**config.mk**
```make
export PLATFORM = sky130hd
export DESIGN_NAME = bus_target
export DESIGN_NICKNAME = d
export VERILOG_FILES = /design/src/rtl/bus_tgt_pkg.sv /design/src/rtl/bus_tgt_decode.sv /design/src/rtl/bus_tgt_regs.sv /design/src/rtl/bus_tgt_parity.sv /design/src/rtl/bus_target.sv
export SDC_FILE = /design/constraint.sdc
export NUM_CORES = 1
export LEC_CHECK = 0
export ABC_AREA = 1
export CORE_MARGIN = 2
export CORE_UTILIZATION = 35
export DETAILED_ROUTE_END_ITERATION = 10
export GPL_ROUTABILITY_DRIVEN = 0
export PLACE_DENSITY = 0.58
export SLEW_MARGIN = 20
export SYNTH_ARGS = -nofsm -noshare
export SYNTH_HDL_FRONTEND = slang
export SYNTH_SLANG_ARGS = --single-unit
```
**constraint.sdc**
```tcl
create_clock -name clk -period 2.8 [get_ports clk]
set_clock_uncertainty 0.15 [all_clocks]
set_input_delay 0.28 -clock clk [delete_from_list [all_inputs] [get_ports clk]]
set_output_delay 0.28 -clock clk [all_outputs]
set_load 0.02 [all_outputs]
```
**src/rtl/bus_tgt_pkg.sv**
```systemverilog
package bus_tgt_pkg;

  localparam int BUS_W  = 32;
  localparam int LANES  = BUS_W / 8;

  localparam logic [3:0] CMD_MEM_RD = 4'b0110;
  localparam logic [3:0] CMD_MEM_WR = 4'b0111;

  typedef enum logic [2:0] {
    ST_IDLE,
    ST_TURN,
    ST_DATA,
    ST_HOLD,
    ST_RELEASE
  } tgt_state_e;

  // Even parity bit: makes the total count of ones across data, enables and bit even.
  function automatic logic even_par(input logic [BUS_W-1:0] d, input logic [LANES-1:0] c);
    return ^{d, c};
  endfunction

  // Replace only the byte lanes whose active-low enable is 0.
  function automatic logic [BUS_W-1:0] merge_lanes(input logic [BUS_W-1:0] old_word,
                                                   input logic [BUS_W-1:0] new_word,
                                                   input logic [LANES-1:0] lane_n);
    logic [BUS_W-1:0] r;
    r = old_word;
    for (int b = 0; b < LANES; b++) begin
      if (!lane_n[b]) r[8*b +: 8] = new_word[8*b +: 8];
    end
    return r;
  endfunction

endpackage

```
**src/rtl/bus_tgt_decode.sv**
```systemverilog
module bus_tgt_decode
  import bus_tgt_pkg::*;
#(
  parameter logic [31:0] BASE_ADDR = 32'h8000_0000,
  parameter int          IDX_W     = 4
) (
  input  logic [BUS_W-1:0] addr,
  input  logic [3:0]       cmd,
  output logic             hit,
  output logic             is_rd,
  output logic             is_wr,
  output logic [IDX_W-1:0] first_idx
);

  localparam int TAG_LSB = IDX_W + 2;

  logic tag_match;
  logic aligned;

  assign tag_match = (addr[BUS_W-1:TAG_LSB] == BASE_ADDR[BUS_W-1:TAG_LSB]);
  assign aligned   = (addr[1:0] == 2'b00);
  assign is_rd     = (cmd == CMD_MEM_RD);
  assign is_wr     = (cmd == CMD_MEM_WR);
  assign hit       = tag_match && aligned && (is_rd || is_wr);
  assign first_idx = addr[TAG_LSB-1:2];

endmodule

```
**src/rtl/bus_tgt_regs.sv**
```systemverilog
module bus_tgt_regs
  import bus_tgt_pkg::*;
#(
  parameter int WORDS = 16,
  localparam int IDX_W = $clog2(WORDS)
) (
  input  logic             clk,
  input  logic             rst_n,
  input  logic             we,
  input  logic [IDX_W-1:0] idx,
  input  logic [BUS_W-1:0] wdata,
  input  logic [LANES-1:0] lane_n,
  output logic [BUS_W-1:0] rdata
);

  logic [BUS_W-1:0] mem [WORDS];
  logic [WORDS-1:0] word_we;

  for (genvar w = 0; w < WORDS; w++) begin : g_sel
    assign word_we[w] = we && (idx == IDX_W'(w));
  end

  always_ff @(posedge clk or negedge rst_n) begin
    if (!rst_n) begin
      for (int w = 0; w < WORDS; w++) mem[w] <= '0;
    end else begin
      for (int w = 0; w < WORDS; w++) begin
        if (word_we[w]) mem[w] <= merge_lanes(mem[w], wdata, lane_n);
      end
    end
  end

  assign rdata = mem[idx];

  assert_single_word_R3: assert property (@(posedge clk) disable iff (!rst_n)
    $onehot0(word_we));

endmodule

```
**src/rtl/bus_tgt_parity.sv**
```systemverilog
module bus_tgt_parity
  import bus_tgt_pkg::*;
(
  input  logic             clk,
  input  logic             rst_n,
  input  logic [BUS_W-1:0] ad,
  input  logic [LANES-1:0] cbe_n,
  input  logic             ad_driven,
  output logic             par,
  output logic             par_en
);

  always_ff @(posedge clk or negedge rst_n) begin
    if (!rst_n) begin
      par    <= 1'b0;
      par_en <= 1'b0;
    end else begin
      par    <= even_par(ad, cbe_n);
      par_en <= ad_driven;
    end
  end

endmodule

```
**src/rtl/bus_target.sv**
```systemverilog
module bus_target
  import bus_tgt_pkg::*;
#(
  parameter logic [31:0] BASE_ADDR = 32'h8000_0000,
  parameter int          WORDS     = 16
) (
  input  logic        clk,
  input  logic        rst_n,
  input  logic        frame_n,
  input  logic        irdy_n,
  input  logic [31:0] ad_in,
  input  logic [3:0]  cbe_n,
  output logic [31:0] ad_out,
  output logic        ad_oe,
  output logic        par_out,
  output logic        par_oe,
  output logic        trdy_n_out,
  output logic        trdy_oe,
  output logic        devsel_n_out,
  output logic        devsel_oe,
  output logic        stop_n_out,
  output logic        stop_oe
);

  localparam int IDX_W = $clog2(WORDS);
  localparam logic [IDX_W-1:0] TOP_IDX = IDX_W'(WORDS - 1);

  tgt_state_e       state, state_nx;
  logic [IDX_W-1:0] idx;
  logic             rd_q;
  logic             frame_q, irdy_q;

  // Named events for the assertions and the datapath.
  logic             addr_phase;
  logic             start;
  logic             hit, is_rd, is_wr;
  logic [IDX_W-1:0] first_idx;
  logic             trdy_act;
  logic             xfer_done;
  logic             at_top;
  logic             claimed;
  logic             wr_en;
  logic [31:0]      rdata;

  bus_tgt_decode #(.BASE_ADDR(BASE_ADDR), .IDX_W(IDX_W)) u_decode (
    .addr      (ad_in),
    .cmd       (cbe_n),
    .hit       (hit),
    .is_rd     (is_rd),
    .is_wr     (is_wr),
    .first_idx (first_idx)
  );

  // Bus-idle history: both lines high in the previous clock.
  always_ff @(posedge clk or negedge rst_n) begin
    if (!rst_n) begin
      frame_q <= 1'b1;
      irdy_q  <= 1'b1;
    end else begin
      frame_q <= frame_n;
      irdy_q  <= irdy_n;
    end
  end

  assign addr_phase = !frame_n && frame_q && irdy_q;
  assign start      = (state == ST_IDLE) && addr_phase;
  assign trdy_act   = (state == ST_DATA);
  assign xfer_done  = trdy_act && !irdy_n;
  assign at_top     = (idx == TOP_IDX);
  assign claimed    = (state == ST_TURN) || (state == ST_DATA) || (state == ST_HOLD);
  assign wr_en      = xfer_done && !rd_q;

  always_comb begin
    state_nx = state;
    unique case (state)
      ST_IDLE:    if (start && hit) state_nx = is_rd ? ST_TURN : ST_DATA;
      ST_TURN:    state_nx = ST_DATA;
      ST_DATA: begin
        if (xfer_done) begin
          if (frame_n)     state_nx = ST_RELEASE;
          else if (at_top) state_nx = ST_HOLD;
        end
      end
      ST_HOLD:    if (frame_n) state_nx = ST_RELEASE;
      ST_RELEASE: state_nx = ST_IDLE;
      default:    state_nx = ST_IDLE;
    endcase
  end

  always_ff @(posedge clk or negedge rst_n) begin
    if (!rst_n) begin
      state <= ST_IDLE;
      idx   <= '0;
      rd_q  <= 1'b0;
    end else begin
      state <= state_nx;
      if (start && hit) begin
        idx  <= first_idx;
        rd_q <= is_rd;
      end else if (xfer_done) begin
        idx  <= idx + 1'b1;
      end
    end
  end

  bus_tgt_regs #(.WORDS(WORDS)) u_regs (
    .clk    (clk),
    .rst_n  (rst_n),
    .we     (wr_en),
    .idx    (idx),
    .wdata  (ad_in),
    .lane_n (cbe_n),
    .rdata  (rdata)
  );

  // Drive values and enables follow the registered state only.
  always_comb begin
    devsel_oe    = claimed || (state == ST_RELEASE);
    trdy_oe      = devsel_oe;
    stop_oe      = devsel_oe;
    devsel_n_out = !claimed;
    trdy_n_out   = !trdy_act;
    stop_n_out   = !((trdy_act && at_top) || (state == ST_HOLD));
    ad_oe        = rd_q && ((state == ST_DATA) || (state == ST_HOLD));
    ad_out       = rdata;
  end

  bus_tgt_parity u_parity (
    .clk       (clk),
    .rst_n     (rst_n),
    .ad        (ad_out),
    .cbe_n     (cbe_n),
    .ad_driven (ad_oe),
    .par       (par_out),
    .par_en    (par_oe)
  );

  assert_no_late_start_R1: assert property (@(posedge clk) disable iff (!rst_n)
    (state == ST_IDLE && !(frame_q && irdy_q)) |=> !devsel_oe);

  assert_claim_R2: assert property (@(posedge clk) disable iff (!rst_n)
    (start && hit) |=> (devsel_oe && !devsel_n_out));

  assert_ignore_miss_R2: assert property (@(posedge clk) disable iff (!rst_n)
    (start && !hit) |=> (!devsel_oe && !trdy_oe && !stop_oe && !ad_oe));

  assert_write_ready_R3: assert property (@(posedge clk) disable iff (!rst_n)
    (start && hit && is_wr) |=> !trdy_n_out);

  assert_turnaround_R4: assert property (@(posedge clk) disable iff (!rst_n)
    (start && hit && is_rd) |=> (!ad_oe && trdy_n_out));

  assert_wait_hold_R5: assert property (@(posedge clk) disable iff (!rst_n)
    (trdy_act && irdy_n) |=> $stable(idx));

  assert_step_R6: assert property (@(posedge clk) disable iff (!rst_n)
    xfer_done |=> (idx == IDX_W'($past(idx) + 1'b1)));

  assert_release_R7: assert property (@(posedge clk) disable iff (!rst_n)
    (state == ST_RELEASE) |-> (devsel_oe && trdy_oe && stop_oe && devsel_n_out
                               && trdy_n_out && stop_n_out && !ad_oe));

  assert_release_off_R7: assert property (@(posedge clk) disable iff (!rst_n)
    (state == ST_RELEASE) |=> (!devsel_oe && !trdy_oe && !stop_oe));

  assert_stop_claimed_R8: assert property (@(posedge clk) disable iff (!rst_n)
    !stop_n_out |-> (stop_oe && !devsel_n_out));

  assert_hold_drive_R8: assert property (@(posedge clk) disable iff (!rst_n)
    (state == ST_HOLD && rd_q) |-> (ad_oe && trdy_n_out));

  assert_par_follows_R9: assert property (@(posedge clk) disable iff (!rst_n)
    ad_oe |=> par_oe);

endmodule

```
==> results.cfg, run 1 <==
[place]
dp_hpwl_um = 50600
placed_cells = 4450
place_area_mm2 = 0.0283
pre_cts_ws_ps = -6.37
io_buffer_count = 80

[drt]
met3WireLength_um = 3870
num_vias = 22700
firstDrtPassIters = 5
routed_wl_um = 81500
maxUsedRoutingLayer = met4
antenna_left = 0
wl_met1_um = 37200
wl_per_cell_um = 17.6
viasPerCell = 4.90
drtIter0Drc = 1948
drc_errors = 0
wl_met2_um = 38200

[logic_synthesis]
synth_most_common_cell = nand2_1
synthXorXnorAreaFrac_pct = 0.0336
synthMuxAreaShare_pct = 0
synthAdderAreaFrac_pct = 0.336
synthFlopType = dfrtp_1
synth_area_mm2 = 0.0261
syn_area_per_cell_um2 = 7.51
synth_nets = 3517
synth_edf_count = 0
synth_area_leaders = dfrtp_1 50%, nand2_1 19%, o21ai_0 11%
syn_inst = 3470
yosys.area_share.simple_pct = 27.6
synthTopCellsByCount = 1305 x nand2_1, 583 x o21ai_0, 522 x dfrtp_1, 288 x nor2_1, 241 x inv_1
ys_ff_latch = 524
synth.distinct_cells = 31
synth_top_area_cell = dfrtp_1
synth_compound_area_share_pct = 13.4
synth_top_family_by_area = simple AND/OR/NAND/NOR gates
yosysWarnings = 0
synth_top_area_share_pct = 50.1
ys_seq_area_share_pct = 50.3
async_flop_share_pct = 100

[timing]
worst_slack_ps = -147
period_share_pct = 105
slew_viol_final = 0
slew_headroom_pct = 56.6
hold_violations = 0
fmax_mhz = 339
rsz0062_at_grt = true
tightest_slew_ps = 650
finalSetupViolCount = 26
period_needed_ps = 2950

[cts]
cts_root_buffer = clkbuf_16
cts_tree = built
htree_num_levels = 2
clock_path_buffers = 3
cts.sinks = 524
insertion_delay_ps = 620
path_clk_slew_ps = 60
numCtsBuffers = 58

[grt]
grt_pass1_wl_um = 129000
overflow = 0
grt_start_max_net_pins = 79
gr-usage-all-layers_pct = 21.3
antenna_found_initial = 0
grt_pass1_vias = 21700

[pwr]
leakage_nw = 15.6
ir_drop_uv = 728
p_per_area_mw_per_mm2 = 1230
power_w = 0.0396

[cells_and_area]
drive_gt1_share_pct = 17.0
multi_input_area_mm2 = 0.0114
seq_area_mm2 = 0.0131
fin_util_pct = 43.3
finalNetCount = 3655
fin_cells = 4622
design_area_mm2 = 0.0321
diodes = 0
synthToLayoutAreaGrowth_pct = 23.1
nFillCells = 7529

[floorplanning]
fp.dieW_um = 277
coreArea_mm2 = 0.0741
die_y_um = 277
pin_count = 81
die_area_mm2 = 0.0766
rows = 100
start_util_pct = 35.2

[setup_path]
cp_max_fo = 6
endpoint_kind = primary output
worst_setup_path_start_kind = flip-flop
crit_arrival_ps = 2520
path_class = reg2out
reg2regPathDepth = 23
rrSetupSlack_ps = -40
worstPathRequired_ps = 2370

[outcome]
status = complete, but fails checks
violations = negative setup slack

[hold_path]
hold_path_class = in2async

[flow_run]
cap_violations = 0
==> final cells by class <==
class | count | area share [%]
well taps | 969 | 3.78
inverters | 260 | 3.11
repair buffers | 276 | 10.6
multi-input cells | 2487 | 35.6
repair inverters | 1 | 0.0273
clock inverters | 15 | 0.722
clock buffers | 90 | 5.28
flip-flops and latches | 524 | 40.9
==> kinds of logic after synthesis <==
family | after synthesis
simple gates | 1782
compound gates | 697
flops | 524
buf+inv | 459
fa+ha+maj | 7
xor+xnor | 1
==> layout by cell type, fill, tap and decap left out, types with 21 or more instances in the layout <==
cell type	count
nand2_1	1195
o21ai_0	540
dfrtp_1	520
nor2_1	253
inv_1	224
nand2_2	162
o21ai_1	134
buf_4	99
nand3_1	66
clkbuf_16	63
buf_6	55
clkdlybuf4s50_1	46
buf_12	38
inv_2	31
nor2_4	29
nor2_2	28
clkbuf_1	21
==> metrics by stage <==
stage / setup TNS, ps / hold slack (ps)
floorplan: 0 / -166
global placement: 0 / 117
detailed placement: -6.37 / 125
CTS: -2550 / 78.9
global route: -4750 / 109
finish: -1610 / 72.0
==> path summary, 6_finish.rpt <==
check | start | end
max | idx[0]$_DFFE_PN0P_ | ad_out[12]
min | rst_n | u_regs.mem[490]$_DFFE_PN0P_
max reg2reg | idx[0]$_DFFE_PN0P_ | u_parity.par$_DFF_PN0_
min reg2reg | u_regs.mem[247]$_DFFE_PN0P_ | u_regs.mem[247]$_DFFE_PN0P_
max in group asynchronous | rst_n | u_regs.mem[311]$_DFFE_PN0P_
min in group clk | u_regs.mem[247]$_DFFE_PN0P_ | u_regs.mem[247]$_DFFE_PN0P_
==> power breakdown <==
part           leakage (nW)  internal, W  switching, W
Sequential             7.08       0.0101       0.00145
Clock                 0.941      0.00468       0.00318
Combinational          7.55      0.00835        0.0118
Total                  15.6       0.0231        0.0164
==> state kept, by name, indices dropped and copies added (netlist names) <==
| name | flops |
|---|---|
| irdy_q | 1 |
| u_regs.mem | 512 |
| frame_q | 1 |
| state | 3 |
| u_parity.par_en | 1 |
| u_parity.par | 1 |
| idx | 4 |
| rd_q | 1 |
==> layer usage <==
layer  track usage [%]  vias up
li1                  -    11200
met3              3.12      113
met2              34.6      464
met5                 0        -
met4              6.20        0
met1              29.4    10900
==> worst max-delay path: stages, from the launching register on <==
cell     delay (ps)
dfrtp_4         470
buf_12          140
inv_16           50
buf_12          120
buf_16          140
buf_8           140
buf_6           130
o21ai_2         120
nand2_1          80
nand2_2          80
nand2_2          50
inv_1            60
nand2_2          60
buf_6           120
buf_6           120
==> what timing repair did <==
item	in CTS	in global routing
cloned	16	4
endpoints found under the setup margin	34	37
buffers inserted	40	9
endpoints found under the hold margin	497	0
resized for setup	294	208
hold buffers	3	0
pin swaps	34	106
Power figures use the tool's default switching activity.
==> run 2, diff against run 1 <==
--- a/config.mk
+++ b/config.mk
@@ -8,2 +8,3 @@
 export ABC_AREA = 1
+export CAP_MARGIN = 20
 export CORE_MARGIN = 2
--- a/constraint.sdc
+++ b/constraint.sdc
@@ -4,2 +4,2 @@
 set_output_delay 0.28 -clock clk [all_outputs]
-set_load 0.02 [all_outputs]
+set_load 0.05 [all_outputs]
==> run 2 against run 1 <==
  * Maximum frequency decreased by 0.79%
  * The run still ends with negative setup slack left
  * Die area is the same
  * Sequential cell count unchanged
  * Highest routed layer is now met5
  * Cell area hardly changed
  * Largest cell class unchanged
  * Clock power rose by 2%
  * Via count fell by 0.40%
==> results.cfg, run 2 (synthesized netlist as in run 1, its figures left out) <==
[cts]
htree_num_levels = 2
cts_tree = built
cts.sinks = 524
cts_root_buffer = clkbuf_16
path_clk_slew_ps = 60
insertion_delay_ps = 610
clock_path_buffers = 3
numCtsBuffers = 56

[cells_and_area]
regMostFlops = u_regs.mem
layout_commonest_cell = nand2_1
nFillCells = 7494
reg_top3 = u_regs.mem x512, idx x4, state x3
multi_input_area_mm2 = 0.0112
synthToLayoutAreaGrowth_pct = 23.1
seq_area_mm2 = 0.0131
finalNetCount = 3644
largest_register_ffs = 512
drive_gt1_share_pct = 14.2
diodes = 0
mostFrequentLayoutCells = 1257 x nand2_1, 542 x o21ai_0, 520 x dfrtp_1

[setup_path]
endpoint_kind = primary output
cp_slowest_cell = dfrtp_4
cp_top_family = buffers and inverters
worstPathRequired_ps = 2370
cp_max_fo = 24
rrSetupSlack_ps = -40
crit_path_max_incr_delay_ps = 590
worst_setup_path_start_kind = flip-flop
crit_arrival_ps = 2540
path_buf_inv = 4
path_cells = buf_12, buf_16, nor2_1, nor2_1, o21ai_1, nand2_1, nand2_1, nand4_1, buf_4, buf_12
path_class = reg2out

[pwr]
leakage_nw = 15.8
p_per_area_mw_per_mm2 = 1280
ir_drop_uv = 775

[grt]
grt_pass1_vias = 21100
grt_pass1_wl_um = 124000
overflow = 0
grt_start_max_net_pins = 74
antenna_found_initial = 1
gr-usage-all-layers_pct = 20.3

[place]
dp_hpwl_um = 50200
io_buffer_count = 80

[timing]
tightest_slew_ps = 771
slew_headroom_pct = 48.6
finalSetupViolCount = 33
hold_violations = 0
slew_viol_final = 0
period_needed_ps = 2970
fmax_mhz = 337
finalSetupTns_ps = -2680
worst_slack_ps = -171
period_share_pct = 106
holdWs_ps = 135
rsz0062_at_grt = true

[floorplanning]
die_y_um = 277
die_area_mm2 = 0.0766
coreArea_mm2 = 0.0741
pin_count = 81
start_util_pct = 35.2
rows = 100
fp.dieW_um = 277

[flow_run]
cap_violations = 0

[drt]
firstDrtPassIters = 6
routed_wl_um = 79700
drc_errors = 0
antenna_left = 0
drtIter0Drc = 1809
viasPerCell = 4.89
wl_per_cell_um = 17.3
num_vias = 22600

[outcome]
status = complete, but fails checks
violations = negative setup slack

[hold_path]
hold_path_class = in2async
[run 2: worst register-to-register path: stages (launching register included)]
cell	delay [ps]
dfrtp_4	590
buf_12	200
buf_16	170
nor2_1	120
nor2_1	40
o21ai_1	80
nand2_1	80
nand2_1	90
nand4_1	200
buf_4	200
buf_4	140
nand3_1	70
nand2_1	70
nand3_1	80
nand2_1	80
nand2_1	80
inv_1	50
nor2_2	100
inv_1	50
nand2_1	60
nand2_1	40
[run 2: path summary, 6_finish.rpt]
path,start,to,cells after the start
worst max register to register,idx[0]$_DFFE_PN0P_,u_parity.par$_DFF_PN0_,20
worst max-delay path,idx[0]$_DFFE_PN0P_,ad_out[0],10
worst min register to register,u_regs.mem[38]$_DFFE_PN0P_,u_regs.mem[38]$_DFFE_PN0P_,2
min in group clk,u_regs.mem[38]$_DFFE_PN0P_,u_regs.mem[38]$_DFFE_PN0P_,2
max in group asynchronous,rst_n,irdy_q$_DFF_PN1_,3
worst min-delay path,rst_n,u_regs.mem[490]$_DFFE_PN0P_,2
[run 2: routing by layer]
layer	wire (um)	track usage (%)	share of wire, %	vias to the layer above
met5	15	0	0.019	-
met4	1710	4.82	2.1	2
met3	3450	2.54	4.3	99
met2	37800	33.5	47	502
met1	36800	28.4	46	10800
li1	-	-	-	11200
[run 2: power by group]
part           total [W]  internal (W)  switching, W
Sequential        0.0116        0.0101       0.00150
Combinational     0.0213       0.00860        0.0127
Clock            0.00802       0.00484       0.00318
Total             0.0409        0.0236        0.0174
[run 2: per-stage QoR]
stage / instances / utilization (%) / setup slack [ps] / power (W) / cell area [um2]
after CTS: 4581 / 41.9 / -175 / 0.0395 / 31000
after detailed placement: 4464 / 38.8 / 33.2 / 0.0308 / 28800
after global placement: 4464 / 38.8 / 58.6 / 0.0305 / 28800
after global routing: 4611 / 43.3 / -252 / 0.0439 / 32100
final: 4611 / 43.3 / -171 / 0.0409 / 32100
after floorplan: 3470 / - / 88.1 / 0.0235 / 26100
[run 2: what timing repair did]
| action | 4_1_cts | 5_1_grt |
|---|---|---|
| pin swaps | 5 | 42 |
| gates cloned | 4 | 14 |
| gates resized for setup | 39 | 194 |
| endpoints found under the setup margin | 34 | 149 |
| hold endpoints to repair | 59 | 0 |
| hold buffers | 3 | 0 |
| buffers inserted | 7 | 16 |
[run 2: area by class of cell]
cell class                 instances  area share [%]
sequential                       524            40.9
clock buffer                      79            5.05
multi-input combinational       2487            35.1
tap                              969            3.78
timing repair inverter             2          0.0780
inverter                         260            3.11
timing repair buffer             266            10.9
clock inverter                    24            1.12
